`src/rtl/irq_arb_pkg.sv`:
```
package irq_arb_pkg;
  localparam int FIELD_W = 8;
  localparam int NUM_SYS = 3;
  typedef enum logic [1:0] {
    CFG_PRIO  = 2'd0,
    CFG_EN    = 2'd1,
    CFG_SPLIT = 2'd2,
    CFG_MASK  = 2'd3
  } cfg_sel_e;
endpackage

```
`src/rtl/irq_cfg_regs.sv`:
```
module irq_cfg_regs
  import irq_arb_pkg::*;
#(
  parameter int N_LINES   = 8,
  parameter int PRIO_BITS = 4,
  parameter int IDX_W     = 3,
  parameter int SB_W      = 3
) (
  input  logic                               clk,
  input  logic                               rst,
  input  logic                               we,
  input  logic [1:0]                         sel,
  input  logic [IDX_W-1:0]                   idx,
  input  logic [FIELD_W-1:0]                 wdata,
  output logic [FIELD_W-1:0]                 rdata,
  output logic [N_LINES-1:0][PRIO_BITS-1:0]  prio_o,
  output logic [N_LINES-1:0]                 en_o,
  output logic [SB_W-1:0]                    sub_bits_o,
  output logic [PRIO_BITS-1:0]               mask_o
);
  localparam int LOW_W = FIELD_W - PRIO_BITS;

  logic [PRIO_BITS-1:0] hi_bits;
  logic                 idx_ok;
  assign hi_bits = wdata[FIELD_W-1:LOW_W];
  assign idx_ok  = (32'(idx) < N_LINES);

  always_ff @(posedge clk) begin
    if (rst) begin
      prio_o     <= '0;
      en_o       <= '0;
      sub_bits_o <= '0;
      mask_o     <= '0;
    end else if (we) begin
      case (cfg_sel_e'(sel))
        CFG_PRIO:  if (idx_ok) prio_o[idx] <= hi_bits;
        CFG_EN:    if (idx_ok) en_o[idx] <= wdata[0];
        CFG_SPLIT: sub_bits_o <= (32'(wdata) > PRIO_BITS) ? SB_W'(PRIO_BITS) : SB_W'(wdata);
        default:   mask_o <= hi_bits;
      endcase
    end
  end

  always_ff @(posedge clk) begin
    if (rst) begin
      rdata <= '0;
    end else begin
      case (cfg_sel_e'(sel))
        CFG_PRIO:  rdata <= idx_ok ? {prio_o[idx], {LOW_W{1'b0}}} : '0;
        CFG_EN:    rdata <= idx_ok ? FIELD_W'(en_o[idx]) : '0;
        CFG_SPLIT: rdata <= FIELD_W'(sub_bits_o);
        default:   rdata <= {mask_o, {LOW_W{1'b0}}};
      endcase
    end
  end
endmodule

```
`src/rtl/irq_select.sv`:
```
module irq_select
  import irq_arb_pkg::*;
#(
  parameter int N_LINES   = 8,
  parameter int PRIO_BITS = 4,
  parameter int ID_W      = 4,
  parameter int LV_W      = 6,
  parameter int SB_W      = 3
) (
  input  logic [N_LINES-1:0]                pend,
  input  logic [N_LINES-1:0]                en,
  input  logic [N_LINES-1:0][PRIO_BITS-1:0] prio,
  input  logic [SB_W-1:0]                   sub_bits,
  input  logic [PRIO_BITS-1:0]              mask,
  input  logic [NUM_SYS-1:0]                sys_pend,
  input  logic [LV_W-1:0]                   act_level,
  output logic                              win_ok,
  output logic [ID_W-1:0]                   win_id,
  output logic [LV_W-1:0]                   win_level
);
  logic [N_LINES-1:0]   elig;
  logic [PRIO_BITS-1:0] pmask;
  logic [PRIO_BITS-1:0] best_prio;
  logic [ID_W-1:0]      best_i;
  logic                 found;

  for (genvar g = 0; g < N_LINES; g++) begin : g_elig
    assign elig[g] = pend[g] && en[g] && !((mask != '0) && (prio[g] >= mask));
  end

  always_comb begin
    pmask     = {PRIO_BITS{1'b1}} << sub_bits;
    found     = 1'b0;
    best_prio = '1;
    best_i    = '0;
    for (int i = 0; i < N_LINES; i++) begin
      if (elig[i] && (!found || prio[i] < best_prio)) begin
        found     = 1'b1;
        best_prio = prio[i];
        best_i    = ID_W'(i);
      end
    end
    win_id    = best_i;
    win_level = found ? (LV_W'(best_prio & pmask) + LV_W'(NUM_SYS)) : '1;
    for (int k = NUM_SYS - 1; k >= 0; k--) begin
      if (sys_pend[k]) begin
        win_id    = ID_W'(N_LINES + k);
        win_level = LV_W'(k);
      end
    end
    win_ok = ((|sys_pend) || found) && (win_level < act_level);
  end
endmodule

```
`src/rtl/irq_level_stack.sv`:
```
module irq_level_stack #(
  parameter int LV_W  = 6,
  parameter int DEPTH = 19,
  parameter int SP_W  = 5
) (
  input  logic            clk,
  input  logic            rst,
  input  logic            push,
  input  logic [LV_W-1:0] push_level,
  input  logic            pop,
  output logic [LV_W-1:0] act_level,
  output logic [SP_W-1:0] sp
);
  logic [LV_W-1:0] mem [DEPTH];
  logic            do_pop;

  assign do_pop = pop && (sp != '0);

  always_ff @(posedge clk) begin
    if (push) mem[sp] <= act_level;
  end

  always_ff @(posedge clk) begin
    if (rst) begin
      act_level <= '1;
      sp        <= '0;
    end else if (push) begin
      act_level <= push_level;
      sp        <= sp + SP_W'(1);
    end else if (do_pop) begin
      act_level <= mem[sp - SP_W'(1)];
      sp        <= sp - SP_W'(1);
    end
  end
endmodule

```
`src/rtl/irq_prio_arb.sv`:
```
module irq_prio_arb
  import irq_arb_pkg::*;
#(
  parameter int N_LINES   = 8,
  parameter int PRIO_BITS = 4,
  localparam int IDX_W    = $clog2(N_LINES),
  localparam int ID_W     = $clog2(N_LINES + NUM_SYS),
  localparam int LV_W     = PRIO_BITS + 2
) (
  input  logic                 clk,
  input  logic                 rst,
  input  logic                 cfg_we,
  input  logic [1:0]           cfg_sel,
  input  logic [IDX_W-1:0]     cfg_idx,
  input  logic [FIELD_W-1:0]   cfg_wdata,
  output logic [FIELD_W-1:0]   cfg_rdata,
  input  logic [N_LINES-1:0]   irq_req,
  input  logic [NUM_SYS-1:0]   sys_req,
  input  logic                 handler_ret,
  output logic                 take,
  output logic [ID_W-1:0]      win_id,
  output logic [LV_W-1:0]      act_level
);
  localparam int SB_W  = $clog2(PRIO_BITS + 1);
  localparam int DEPTH = NUM_SYS + (1 << PRIO_BITS);
  localparam int SP_W  = $clog2(DEPTH + 1);

  logic [N_LINES-1:0][PRIO_BITS-1:0] prio_q;
  logic [N_LINES-1:0]                en_q;
  logic [SB_W-1:0]                   sub_bits_q;
  logic [PRIO_BITS-1:0]              mask_q;
  logic [N_LINES-1:0]                pend_q, clr_line;
  logic [NUM_SYS-1:0]                sys_q, clr_sys;
  logic                              win_ok;
  logic [LV_W-1:0]                   win_level;
  logic [SP_W-1:0]                   sp_q;

  irq_cfg_regs #(.N_LINES(N_LINES), .PRIO_BITS(PRIO_BITS), .IDX_W(IDX_W), .SB_W(SB_W)) u_regs (
    .clk(clk), .rst(rst), .we(cfg_we), .sel(cfg_sel), .idx(cfg_idx), .wdata(cfg_wdata),
    .rdata(cfg_rdata), .prio_o(prio_q), .en_o(en_q), .sub_bits_o(sub_bits_q), .mask_o(mask_q)
  );

  irq_select #(.N_LINES(N_LINES), .PRIO_BITS(PRIO_BITS), .ID_W(ID_W), .LV_W(LV_W), .SB_W(SB_W)) u_sel (
    .pend(pend_q), .en(en_q), .prio(prio_q), .sub_bits(sub_bits_q), .mask(mask_q),
    .sys_pend(sys_q), .act_level(act_level), .win_ok(win_ok), .win_id(win_id), .win_level(win_level)
  );

  assign take = win_ok && !handler_ret;

  for (genvar g = 0; g < N_LINES; g++) begin : g_clr
    assign clr_line[g] = take && (win_id == ID_W'(g));
  end
  for (genvar k = 0; k < NUM_SYS; k++) begin : g_clrs
    assign clr_sys[k] = take && (win_id == ID_W'(N_LINES + k));
  end

  always_ff @(posedge clk) begin
    if (rst) begin
      pend_q <= '0;
      sys_q  <= '0;
    end else begin
      pend_q <= (pend_q & ~clr_line) | irq_req;
      sys_q  <= (sys_q & ~clr_sys) | sys_req;
    end
  end

  irq_level_stack #(.LV_W(LV_W), .DEPTH(DEPTH), .SP_W(SP_W)) u_stack (
    .clk(clk), .rst(rst), .push(take), .push_level(win_level), .pop(handler_ret),
    .act_level(act_level), .sp(sp_q)
  );
endmodule

```
`config.mk`:
```
export PLATFORM = sky130hd
export DESIGN_NAME = irq_prio_arb
export DESIGN_NICKNAME = d
export VERILOG_FILES = /design/src/rtl/irq_arb_pkg.sv /design/src/rtl/irq_cfg_regs.sv /design/src/rtl/irq_select.sv /design/src/rtl/irq_level_stack.sv /design/src/rtl/irq_prio_arb.sv
export SDC_FILE = /design/constraint.sdc
export NUM_CORES = 1
export LEC_CHECK = 0
export ABC_CLOCK_PERIOD_IN_PS = 20200
export BUFFER_PORTS_ARGS = -buffer_cell sky130_fd_sc_hd__buf_2
export CAP_MARGIN = 10
export CORE_MARGIN = 2
export CORE_UTILIZATION = 55
export CTS_BUF_LIST = sky130_fd_sc_hd__clkbuf_8
export DETAILED_ROUTE_END_ITERATION = 8
export PLACE_DENSITY = 0.72
export SLEW_MARGIN = 20
export SYNTH_ARGS = -nofsm -noshare
export SYNTH_HDL_FRONTEND = slang
export SYNTH_SLANG_ARGS = --single-unit
```
`constraint.sdc`:
```
create_clock -name clk -period 20.2 [get_ports clk]
set_input_delay 2.02 -clock clk [delete_from_list [all_inputs] [get_ports clk]]
set_output_delay 2.02 -clock clk [all_outputs]
set_load 0.02 [all_outputs]
```
==> impl_results.md, run 1 <==
- Status: finished, final reports clean
- Syn Inst Count: 982
- Clock transition at path regs: 0.10 ns
- Fin nets: 1086
- Ys flop type: edfxtp_1
- Crit-path most repeated cell: ha_1
- Top Ports: 47
- Hold path cells: 2
- P_int: about 0.74 mW
- # resized after CTS: 0
- Post-synth EDFFs: 114
- VDD IR max: 0.0874 mV
- Post-DRT Antenna Nets: 0
- Final Hold Viols: 0
- P_leak: 4.05 nW
- Clock buffer depth: 2
- Synth area leader: edfxtp_1
- Clock Skews: 0.0203 ns
- Filler cells: 1543
- DR iter-0 viols: 679
- Crit path max fanout: 21
- Vias: approximately 7900
- Xor/xnor cell area share of the yosys netlist: 0.00583
- CP arrival: 15.81 ns
- R2r endpoint: u_stack.mem[14][0]
- Hold Crit Class: reg2reg
- Sw Pwr: 0.427 mW
- Post-synthesis cell type count: 88
- Max incr delay on CP: 0.65 ns
- Initial antenna violation count: 0
- Max_slew headroom: 0.333
- Largest family of logic cells by synthesized area: compound AO/OA/AOI/OAI gates
- Total global routing overflow: 0
- Number of global-route vias before repair: 7403
- R2R setup slack: between 3 and 4 ns
- Syn_nets: 1065
- Post-route setup slack: 2.37 ns
- Final wirelength: 26800 µm
- Clock insertion delay at the later pin of the skew report: 0.47 ns
- Max-Cap Viols: 0
- Post-synthesis sequential area ratio: 0.470
- Crit Path Class: reg2out
- Via/cell ratio: 6.32
- HPWL after detailed placement: 19600 µm
- Router iterations before antenna repair: 5
- First-pass GRT wire length: approximately 42000 µm
- Worst-Margin Slew: 0.992 ns
- Mux cell area share after synthesis: 0.0977
- Hold worst-path end: u_regs.en_o[2]
- H-tree levels: 4
- Yosys reg bits: 190
- Post-layout min period: 17.83 ns
- Part of the cycle the worst path needs: 0.882
- Area Growth Syn to Fin: 7.34%
- YS warnings: 0
- Placeable Area: 18800 µm²
- Setup violators final: 0
- Hold wc startpoint: u_regs.en_o[2]
- Die outline width: between 100 and 150 µm
- Sink Count: 190
- CP required: 18.18 ns
- Initial Util: 0.561
- Synth top area share: 0.325
- DR WL/cell: 21.4 µm
- CTS root buf: clkbuf_8
- Share of layout cells above drive strength 1: 0.153
- Top post-synthesis cells by area: edfxtp_1 33%, dfxtp_1 14%, ha_1 6.5%
- Asr flop ratio synth: 0
- Worst R2R Start: u_regs.mask_o[0]
- ANT cells: 0
- Crit start category: register
- Number of max-slew violations in the final report: 0
- Net Sw Frac: 0.365
- CP max stage cell: dfxtp_1
- Setup bufs post-CTS: 0
- Sequential share of power: 0.454
- Worst Setup SP: u_regs.mask_o[0]
- Highest Clock Rate: 56.1 MHz
- Synth Cell Area: 10500 µm²
- Total Neg Setup Slack: 0 ns
- Hold_buf cts: 0
- Worst reg-to-reg path cell count: 74
- Post-synthesis simple-gate area fraction: 0.126
- Total Routing Usage GR: 0.272
- Dpl ws: 3.06 ns
- Power Total: 1.17 mW
- Largest net degree at the start of global routing: 66
- Post-Synth Adder-Cell Area: 0.0654
- Syn_area_per_cell: 10.7 µm²
- Chip height: 142 µm
- Drc violations: 0
- CTS buffer count: 17
- GPL Wtd Cong: 0.910
- Power Dens Cells: 104 nW/µm²
- Rows: 50
- Hold_ws: about 0.49 ns
- RSZ-0062 raised after global routing: false
- Worst setup EP type: primary output
- Compound-gate portion of the synthesized area: 0.198
- Combinational share of power: 0.330
- Port buffer count: 45
- Die area: ~20000 µm²
- Clock share of power: 0.217
- CTS tree: done
## sequential cells by signal (all words and copies together) (netlist names)
name and cells:
u_stack.sp 5, u_regs.prio_o 32, u_stack.act_level 6, u_stack.mem 114, sys_q 3, u_regs.mask_o 4, u_regs.rdata 7, pend_q 8
u_regs.sub_bits_o 3, u_regs.en_o 8
## cells in the mapped netlist (4+ instances only)
| cell | number |
|---|---|
| a211oi_1 | 21 |
| a21o_1 | 21 |
| a21oi_1 | 69 |
| a21oi_2 | 5 |
| a221oi_1 | 6 |
| a22o_1 | 6 |
| a22oi_1 | 11 |
| a311oi_1 | 8 |
| a31oi_1 | 15 |
| and2_1 | 7 |
| and3_1 | 6 |
| clkbuf_1 | 45 |
| dfxtp_1 | 76 |
| edfxtp_1 | 114 |
| ha_1 | 55 |
| inv_1 | 41 |
| mux2i_1 | 30 |
| mux4_2 | 30 |
| nand2_1 | 84 |
| nand2b_1 | 14 |
| nand3_1 | 37 |
| nor2_1 | 101 |
| nor3_1 | 14 |
| nor3b_1 | 4 |
| nor4_1 | 4 |
| o211a_1 | 5 |
| o211ai_1 | 15 |
| o21a_1 | 10 |
| o21ai_0 | 15 |
| o21ai_1 | 7 |
| o221ai_1 | 9 |
| or2_2 | 4 |
| xnor2_1 | 5 |
## metal layers
layer | up-vias | routed length, µm | global-route usage | part of all wire
met5 | - | 0 | 0 | 0
li1 | 3791 | - | - | -
met1 | 3793 | 11400 | 0.354 | 0.43
met4 | 0 | 1180 | 0.129 | 0.044
met2 | 260 | 13000 | 0.448 | 0.49
met3 | 60 | 1190 | 0.0417 | 0.044
## how the worst max path moves through the flow
stage	to	slack, ns
4_1_cts	take	2.53
2_1_floorplan	take	4.94
3_5_place_dp	take	3.06
6_report	take	2.37
3_3_place_gp	take	3.48
5_1_grt	take	1.29
## cell families after synthesis
family,Yosys count
simple gates,292
compound gates,278
flops,190
buf+inv,95
mux,64
fa+ha+maj,55
xor+xnor,7
other cells,1
## critical path, delay by kind of cell, from the launching register on
| family | cells | cell delay, ns |
|---|---|---|
| compound gates | 32 | 7.23 |
| fa+ha+maj | 10 | 2.77 |
| buf+inv | 8 | 0.93 |
| flops | 1 | 0.65 |
| mux | 5 | 1.46 |
| simple gates | 18 | 2.32 |
## layout make-up
type	instances	area, µm²	share of cell area
well taps	234	293	0.0259
multi-input cells	697	5200	0.461
clock buffers	17	234	0.0207
inverters	42	158	0.0140
flip-flops and latches	190	4950	0.438
clock inverters	15	161	0.0143
repair buffers	55	300	0.0266
## layout by cell type, fill, tap and decap left out, types with 10 or more instances in the layout
| cell | n |
|---|---|
| ha_1 | 55 |
| clkbuf_8 | 17 |
| buf_2 | 45 |
| nor3_1 | 14 |
| mux2i_1 | 30 |
| nor2_1 | 101 |
| nand2b_1 | 14 |
| o21ai_0 | 15 |
| edfxtp_1 | 114 |
| buf_4 | 10 |
| a21o_1 | 21 |
| a21oi_1 | 69 |
| a211oi_1 | 21 |
| o21a_1 | 10 |
| mux4_2 | 30 |
| dfxtp_1 | 75 |
| a22oi_1 | 11 |
| o211ai_1 | 15 |
| nand2_1 | 84 |
| nand3_1 | 37 |
| inv_1 | 41 |
| a31oi_1 | 15 |
## power groups by stage
| stage | clock (mW) | combinational [mW] | sequential [mW] |
|---|---|---|---|
| final | 0.253 | 0.386 | 0.530 |
| after CTS | 0.257 | 0.387 | 0.531 |
| after global routing | 0.271 | 0.419 | 0.538 |
| after detailed placement | 0 | 0.384 | 0.539 |
| after global placement | 0 | 0.382 | 0.536 |
| after floorplan | 0 | 0.291 | 0.518 |
## through the flow
step | instances | area [µm²] | utilization
floorplan | 982 | 10500 | -
global placement | 1218 | 10900 | 0.580
detailed placement | 1218 | 10900 | 0.580
CTS | 1250 | 11300 | 0.602
global route | 1250 | 11300 | 0.602
finish | 1250 | 11300 | 0.602
Note: power is estimated with default switching activity, not from simulation.
==> run 2, diff against run 1 <==
--- a/config.mk
+++ b/config.mk
@@ -6,11 +6,11 @@
 export NUM_CORES = 1
 export LEC_CHECK = 0
 export ABC_CLOCK_PERIOD_IN_PS = 20200
-export BUFFER_PORTS_ARGS = -buffer_cell sky130_fd_sc_hd__buf_2
+export BUFFER_PORTS_ARGS = -buffer_cell sky130_fd_sc_hd__clkbuf_2
 export CAP_MARGIN = 10
 export CORE_MARGIN = 2
 export CORE_UTILIZATION = 55
-export CTS_BUF_LIST = sky130_fd_sc_hd__clkbuf_8
+export CTS_BUF_LIST = sky130_fd_sc_hd__clkbuf_16
 export DETAILED_ROUTE_END_ITERATION = 8
 export PLACE_DENSITY = 0.72
 export SLEW_MARGIN = 20
==> constraint.sdc (replaced) <==
create_clock -name clk -period 20.2 [get_ports clk]
set_input_delay 3.03 -clock clk [delete_from_list [all_inputs] [get_ports clk]]
set_output_delay 3.03 -clock clk [all_outputs]
set_load 0.02 [all_outputs]
==> impl_results.md, run 2 (synthesis gave the netlist of run 1 again) <==
- Clock transition at path regs: 0.08 ns (-0.02 ns)
- Clock Skews: 0.0112 ns (-0.00909 ns)
- Most frequent cells in the layout: 114 x edfxtp_1, 101 x nor2_1, 84 x nand2_1
- Worst setup EP type: primary output
- Post-layout min period: 18.93 ns (+1.10 ns)
- RSZ-0062 raised after global routing: false
- DP Area: 10900 µm² (unchanged)
- CTS root buf: clkbuf_16
- Status: finished, final reports clean
- DR WL/cell: 21.9 µm (+2.1%)
- Setup violators final: 0 (unchanged)
- Largest net degree at the start of global routing: 66 (unchanged)
- Combinational share of power: 0.306 (-0.024)
- Max reg flops: 114 (unchanged)
- Max-Cap Viols: 0 (unchanged)
- CTS tree: done
- Power Total: 1.27 mW (+8.8%)
- Router iterations before antenna repair: 5 (unchanged)
- # resized after CTS: 0 (unchanged)
- Sequential share of power: 0.417 (-0.037)
- Clock insertion delay at the later pin of the skew report: 0.44 ns (-0.03 ns)
- Crit start category: register
- CP required: 17.17 ns (-1.01 ns)
- Crit path max fanout: 21 (unchanged)
- ANT cells: 0 (unchanged)
- P_int: 0.828 mW (+12%)
- Power Dens Cells: 111 nW/µm² (+6.8%)
- GRT Max-Usage Layer: met2
- Setup bufs post-CTS: 0 (unchanged)
- Sink Count: 190 (unchanged)
- CP max stage cell: dfxtp_1
- Total global routing overflow: 0 (unchanged)
- Chip height: 142 µm (unchanged)
- Top Ports: 47 (unchanged)
- Share of layout cells above drive strength 1: 0.153 (unchanged)
- Fin nets: 1086 (unchanged)
- DP Cell Count: 1218 (unchanged)
- Port buffer count: 45 (unchanged)
- VDD IR max: 0.0908 mV (+3.8%)
- Met2 Track Usage GR: 0.476 (+0.0282)
- H-tree levels: 4 (unchanged)
- Area Growth Syn to Fin: 9.43%
- GPL Wtd Cong: 0.908 (-0.26%)
- Finished Cell Area: 11500 µm² (+1.9%)
- Placeable Area: 18800 µm² (unchanged)
- R2R setup slack: 3.47 ns (-0.14 ns)
- Top flop regs: u_stack.mem (114), u_regs.prio_o (32)
- Via/cell ratio: 6.46 (+2.2%)
- Clock share of power: 0.276 (+0.059)
- GR Util met1: 0.364 (+0.00963)
- Final cell count without fillers: 1250 (unchanged)
- HPWL after detailed placement: 19600 µm (+0.17%)
- Clock buffer depth: 2 (unchanged)
- Hold_buf cts: 0 (unchanged)
- Drc violations: 0 (unchanged)
- Most common cell after layout, fill and taps aside: edfxtp_1
- Total Neg Setup Slack: 0 ns (unchanged)
- Crit-path most repeated cell: ha_1
- Final Hold Viols: 0 (unchanged)
- Initial Util: 0.561 (unchanged)
- Die outline width: 142 µm (unchanged)
- Rows: 50 (unchanged)
- Vias: 8076 (+2.2%)
- Post-DRT Antenna Nets: 0 (unchanged)
- First-pass GRT wire length: 43100 µm (+3.2%)
- Initial antenna violation count: 0 (unchanged)
- Hold_ws: 0.477 ns (-0.00894 ns)
- Sw Pwr: 0.445 mW (+4.2%)
- Met3 usage: 0.0316 (-0.0101)
- CTS buffer count: 17 (unchanged)
- Part of the cycle the worst path needs: 0.937 (+0.0545)
- Max incr delay on CP: 0.67 ns (+0.02 ns)
- Max_slew headroom: 0.263 (-0.0700)
- Number of max-slew violations in the final report: 0 (unchanged)
- Worst-Margin Slew: 1.10 ns (+0.104 ns)
- Final wirelength: 27400 µm (+2.1%)
- Biggest register: u_stack.mem
- Crit Path Class: reg2out
- Total Routing Usage GR: 0.280 (+0.00874)
- DR iter-0 viols: 742 (+9.3%)
- Die area: 20300 µm² (unchanged)
- Highest Clock Rate: 52.8 MHz (-5.8%)
- Hold Crit Class: reg2reg
- Net Sw Frac: 0.350 (-0.0156)
- CP arrival: 15.90 ns (+0.09 ns)
- P_leak: 4.15 nW (+2.5%)
- Number of global-route vias before repair: 7747 (+4.6%)
==> run 2: power by group through the flow <==
stage	logic, mW	registers, mW	clock network, mW
finish	0.390	0.531	0.351
global route	0.421	0.538	0.369
CTS	0.391	0.531	0.355
detailed placement	0.387	0.540	0
global placement	0.381	0.537	0
floorplan	0.291	0.518	0
==> run 2: critical path, delay by kind of cell (launching register included) <==
| kind | cells | cell delay, ns |
|---|---|---|
| buffers and inverters | 8 | 0.93 |
| multiplexers | 5 | 1.45 |
| AO/OA/AOI/OAI | 32 | 7.25 |
| flip-flops | 1 | 0.67 |
| adder cells (fa/ha/maj) | 10 | 2.77 |
| AND/OR/NAND/NOR | 18 | 2.33 |
==> run 2: stage by stage <==
stage                     setup WS [ns]   util
final                              1.27  0.614
after global routing              0.130  0.614
after CTS                          1.44  0.614
after detailed placement           1.98  0.580
after global placement             2.47  0.580
after floorplan                    3.93      -
==> run 2: area by class of cell <==
class	instances	area, µm²
Multi-Input combinational cell	697	5200
Fill cell	1510	7250
Tap cell	234	293
Clock inverter	15	196
Clock buffer	17	425
Inverter	42	158
Sequential cell	190	4950
Timing Repair Buffer	55	300
==> run 2: final timing paths <==
path / endpoint / from / cells after the start
max: take / u_regs.mask_o[0] / 73
min: u_regs.en_o[3] / u_regs.en_o[3] / 2
max reg2reg: u_stack.mem[14][0] / u_regs.mask_o[0] / 74
min reg2reg: u_regs.en_o[3] / u_regs.en_o[3] / 2
==> run 2: layer usage <==
metal | part of all wire | vias to the layer above
li1 | - | 3791
met1 | 0.42 | 3907
met2 | 0.49 | 312
met3 | 0.045 | 66
met4 | 0.040 | 0
met5 | 0 | -
==> run 3, diff against run 2 <==
--- a/config.mk
+++ b/config.mk
@@ -8,7 +8,6 @@
 export ABC_CLOCK_PERIOD_IN_PS = 20200
 export BUFFER_PORTS_ARGS = -buffer_cell sky130_fd_sc_hd__clkbuf_2
 export CAP_MARGIN = 10
-export CORE_MARGIN = 2
 export CORE_UTILIZATION = 55
 export CTS_BUF_LIST = sky130_fd_sc_hd__clkbuf_16
 export DETAILED_ROUTE_END_ITERATION = 8
==> impl_results.md, run 3 (synthesis gave the netlist of run 1 again) <==
- Status: finished, final reports clean
- Total Routing Usage GR: 0.289 (+0.00850)
- Power Total: 1.27 mW (-0.35%)
- Vias: 8124 (+0.59%)
- Largest net degree at the start of global routing: 66 (unchanged)
- Share of layout cells above drive strength 1: 0.154 (+0.00151)
- CTS buffer count: 17 (unchanged)
- Sink Count: 190 (unchanged)
- CTS tree: done
- Power Dens Cells: 110 nW/µm² (-0.35%)
- Drc violations: 0 (unchanged)
- CP max stage cell: dfxtp_1
- Worst setup EP type: primary output
- Area Growth Syn to Fin: 9.43% (unchanged)
- Highest Clock Rate: 53.1 MHz (+0.41%)
- Clock insertion delay at the later pin of the skew report: 0.43 ns (about the same)
- Initial antenna violation count: 0 (unchanged)
- Setup bufs post-CTS: 0 (unchanged)
- Die outline width: 140 µm (-1.4%)
- Chip height: 140 µm (-1.4%)
- Port buffer count: 45 (unchanged)
- DR WL/cell: 21.8 µm (-0.66%)
- R2r endpoint: u_stack.mem[14][3]
- Via/cell ratio: 6.48 (+0.35%)
- Crit path max fanout: 21 (unchanged)
- Most common cell after layout, fill and taps aside: edfxtp_1
- Clock buffer depth: 2 (unchanged)
- CP required: 17.17 ns (about the same)
- Placeable Area: 18700 µm² (-0.33%)
- Part of the cycle the worst path needs: 0.933 (-0.00385)
- Initial Util: 0.563 (+0.00188)
- Top flop regs: u_stack.mem (114), u_regs.prio_o (32)
- Top Ports: 47 (unchanged)
- Number of max-slew violations in the final report: 0 (unchanged)
- Die area: 19700 µm² (-2.8%)
- HPWL after detailed placement: 19600 µm (-0.13%)
- DR iter-0 viols: 790 (+6.5%)
- First-pass GRT wire length: 42800 µm (-0.71%)
- Final wirelength: 27300 µm (-0.42%)
- Number of global-route vias before repair: 7682 (-0.84%)
- Crit-path most repeated cell: ha_1
- Post-layout min period: 18.85 ns (-0.0777 ns)
- Biggest register: u_stack.mem
- P_leak: 4.14 nW (about the same)
- Hold Crit Class: reg2reg
- Worst reg-to-reg path cell count: 73 (-1.4%)
- Most frequent cells in the layout: 114 x edfxtp_1, 101 x nor2_1, 84 x nand2_1
- Max_slew headroom: 0.324 (+0.0610)
- Hold path cells: 2 (unchanged)
- Final Hold Viols: 0 (unchanged)
- Hold_buf cts: 0 (unchanged)
- Worst Setup SP: u_regs.mask_o[0]
- H-tree levels: 4 (unchanged)
- Total global routing overflow: 0 (unchanged)
- Crit Path Class: reg2out
- CTS root buf: clkbuf_16
- Final design utilization: 0.616 (+0.00205)
- ANT cells: 0 (unchanged)
- Fin nets: 1089 (+0.28%)
- Rows: 50 (unchanged)
- RSZ-0062 raised after global routing: false
- Router iterations before antenna repair: 5 (unchanged)
- Max-Cap Viols: 0 (unchanged)
- Max reg flops: 114 (unchanged)
- Worst R2R Start: u_regs.mask_o[0]
- Post-DRT Antenna Nets: 0 (unchanged)
- R2R setup slack: 3.53 ns (+0.06 ns)
- Crit path to: take
- VDD IR max: 0.0870 mV (-4.1%)
- Max incr delay on CP: 0.65 ns (-0.02 ns)
- GPL Wtd Cong: 0.946 (+4.2%)
- Worst-Margin Slew: 1.01 ns (-0.0907 ns)
- Crit start category: register
- Clock Skews: 0.0119 ns (+0.000769 ns)
- Setup violators final: 0 (unchanged)
- Clock transition at path regs: 0.07 ns (about the same)
- CP arrival: 15.82 ns (-0.08 ns)
- Total Neg Setup Slack: 0 ns (unchanged)
- # resized after CTS: 0 (unchanged)
[run 3: report_power, final]
group / internal, mW / leakage (nW) / switching (mW)
clock: 0.187 / 0.282 / 0.156
sequential: 0.476 / 1.63 / 0.0410
combinational: 0.163 / 2.23 / 0.246
[run 3: how the worst min path moves through the flow]
stage	slack [ns]	to	from
2_1_floorplan	0.44	pend_q[3]	pend_q[3]
6_report	0.48	u_regs.en_o[1]	u_regs.en_o[1]
3_3_place_gp	0.46	u_regs.en_o[1]	u_regs.en_o[1]
5_1_grt	0.51	u_regs.en_o[4]	u_regs.en_o[4]
3_5_place_dp	0.47	u_regs.en_o[1]	u_regs.en_o[1]
4_1_cts	0.48	u_regs.en_o[1]	u_regs.en_o[1]
[run 3: layer usage]
metal	GRT usage	routed length [µm]
met3	0.0349	1660
met1	0.372	11400
met2	0.484	13200
met4	0.143	1070
met5	0	0
[run 3: per-stage QoR]
| step | hold slack (ns) | setup slack [ns] | area, µm² | instances |
|---|---|---|---|---|
| after floorplan | 0.443 | 3.93 | 10500 | 982 |
| after global placement | 0.464 | 2.48 | 10900 | 1221 |
| after detailed placement | 0.468 | 2.03 | 10900 | 1221 |
| after CTS | 0.477 | 1.54 | 11500 | 1253 |
| after global routing | 0.508 | 0.00624 | 11500 | 1253 |
| final | 0.479 | 1.35 | 11500 | 1253 |
[run 3: layout make-up]
type                    count  area [µm²]
clock inverters            15         174
clock buffers              17         425
well taps                 234         293
inverters                  42         158
multi-input cells         697        5200
fillers                  1509        7190
repair buffers             58         323
flip-flops and latches    190        4950
[run 3: critical path, delay by kind of cell, from the launching register on]
family                   cells  cell delay [ns]
AO/OA/AOI/OAI               31             7.23
adder cells (fa/ha/maj)     10             2.75
buffers and inverters        8             0.92
flip-flops                   1             0.65
multiplexers                 5             1.45
AND/OR/NAND/NOR             18             2.39
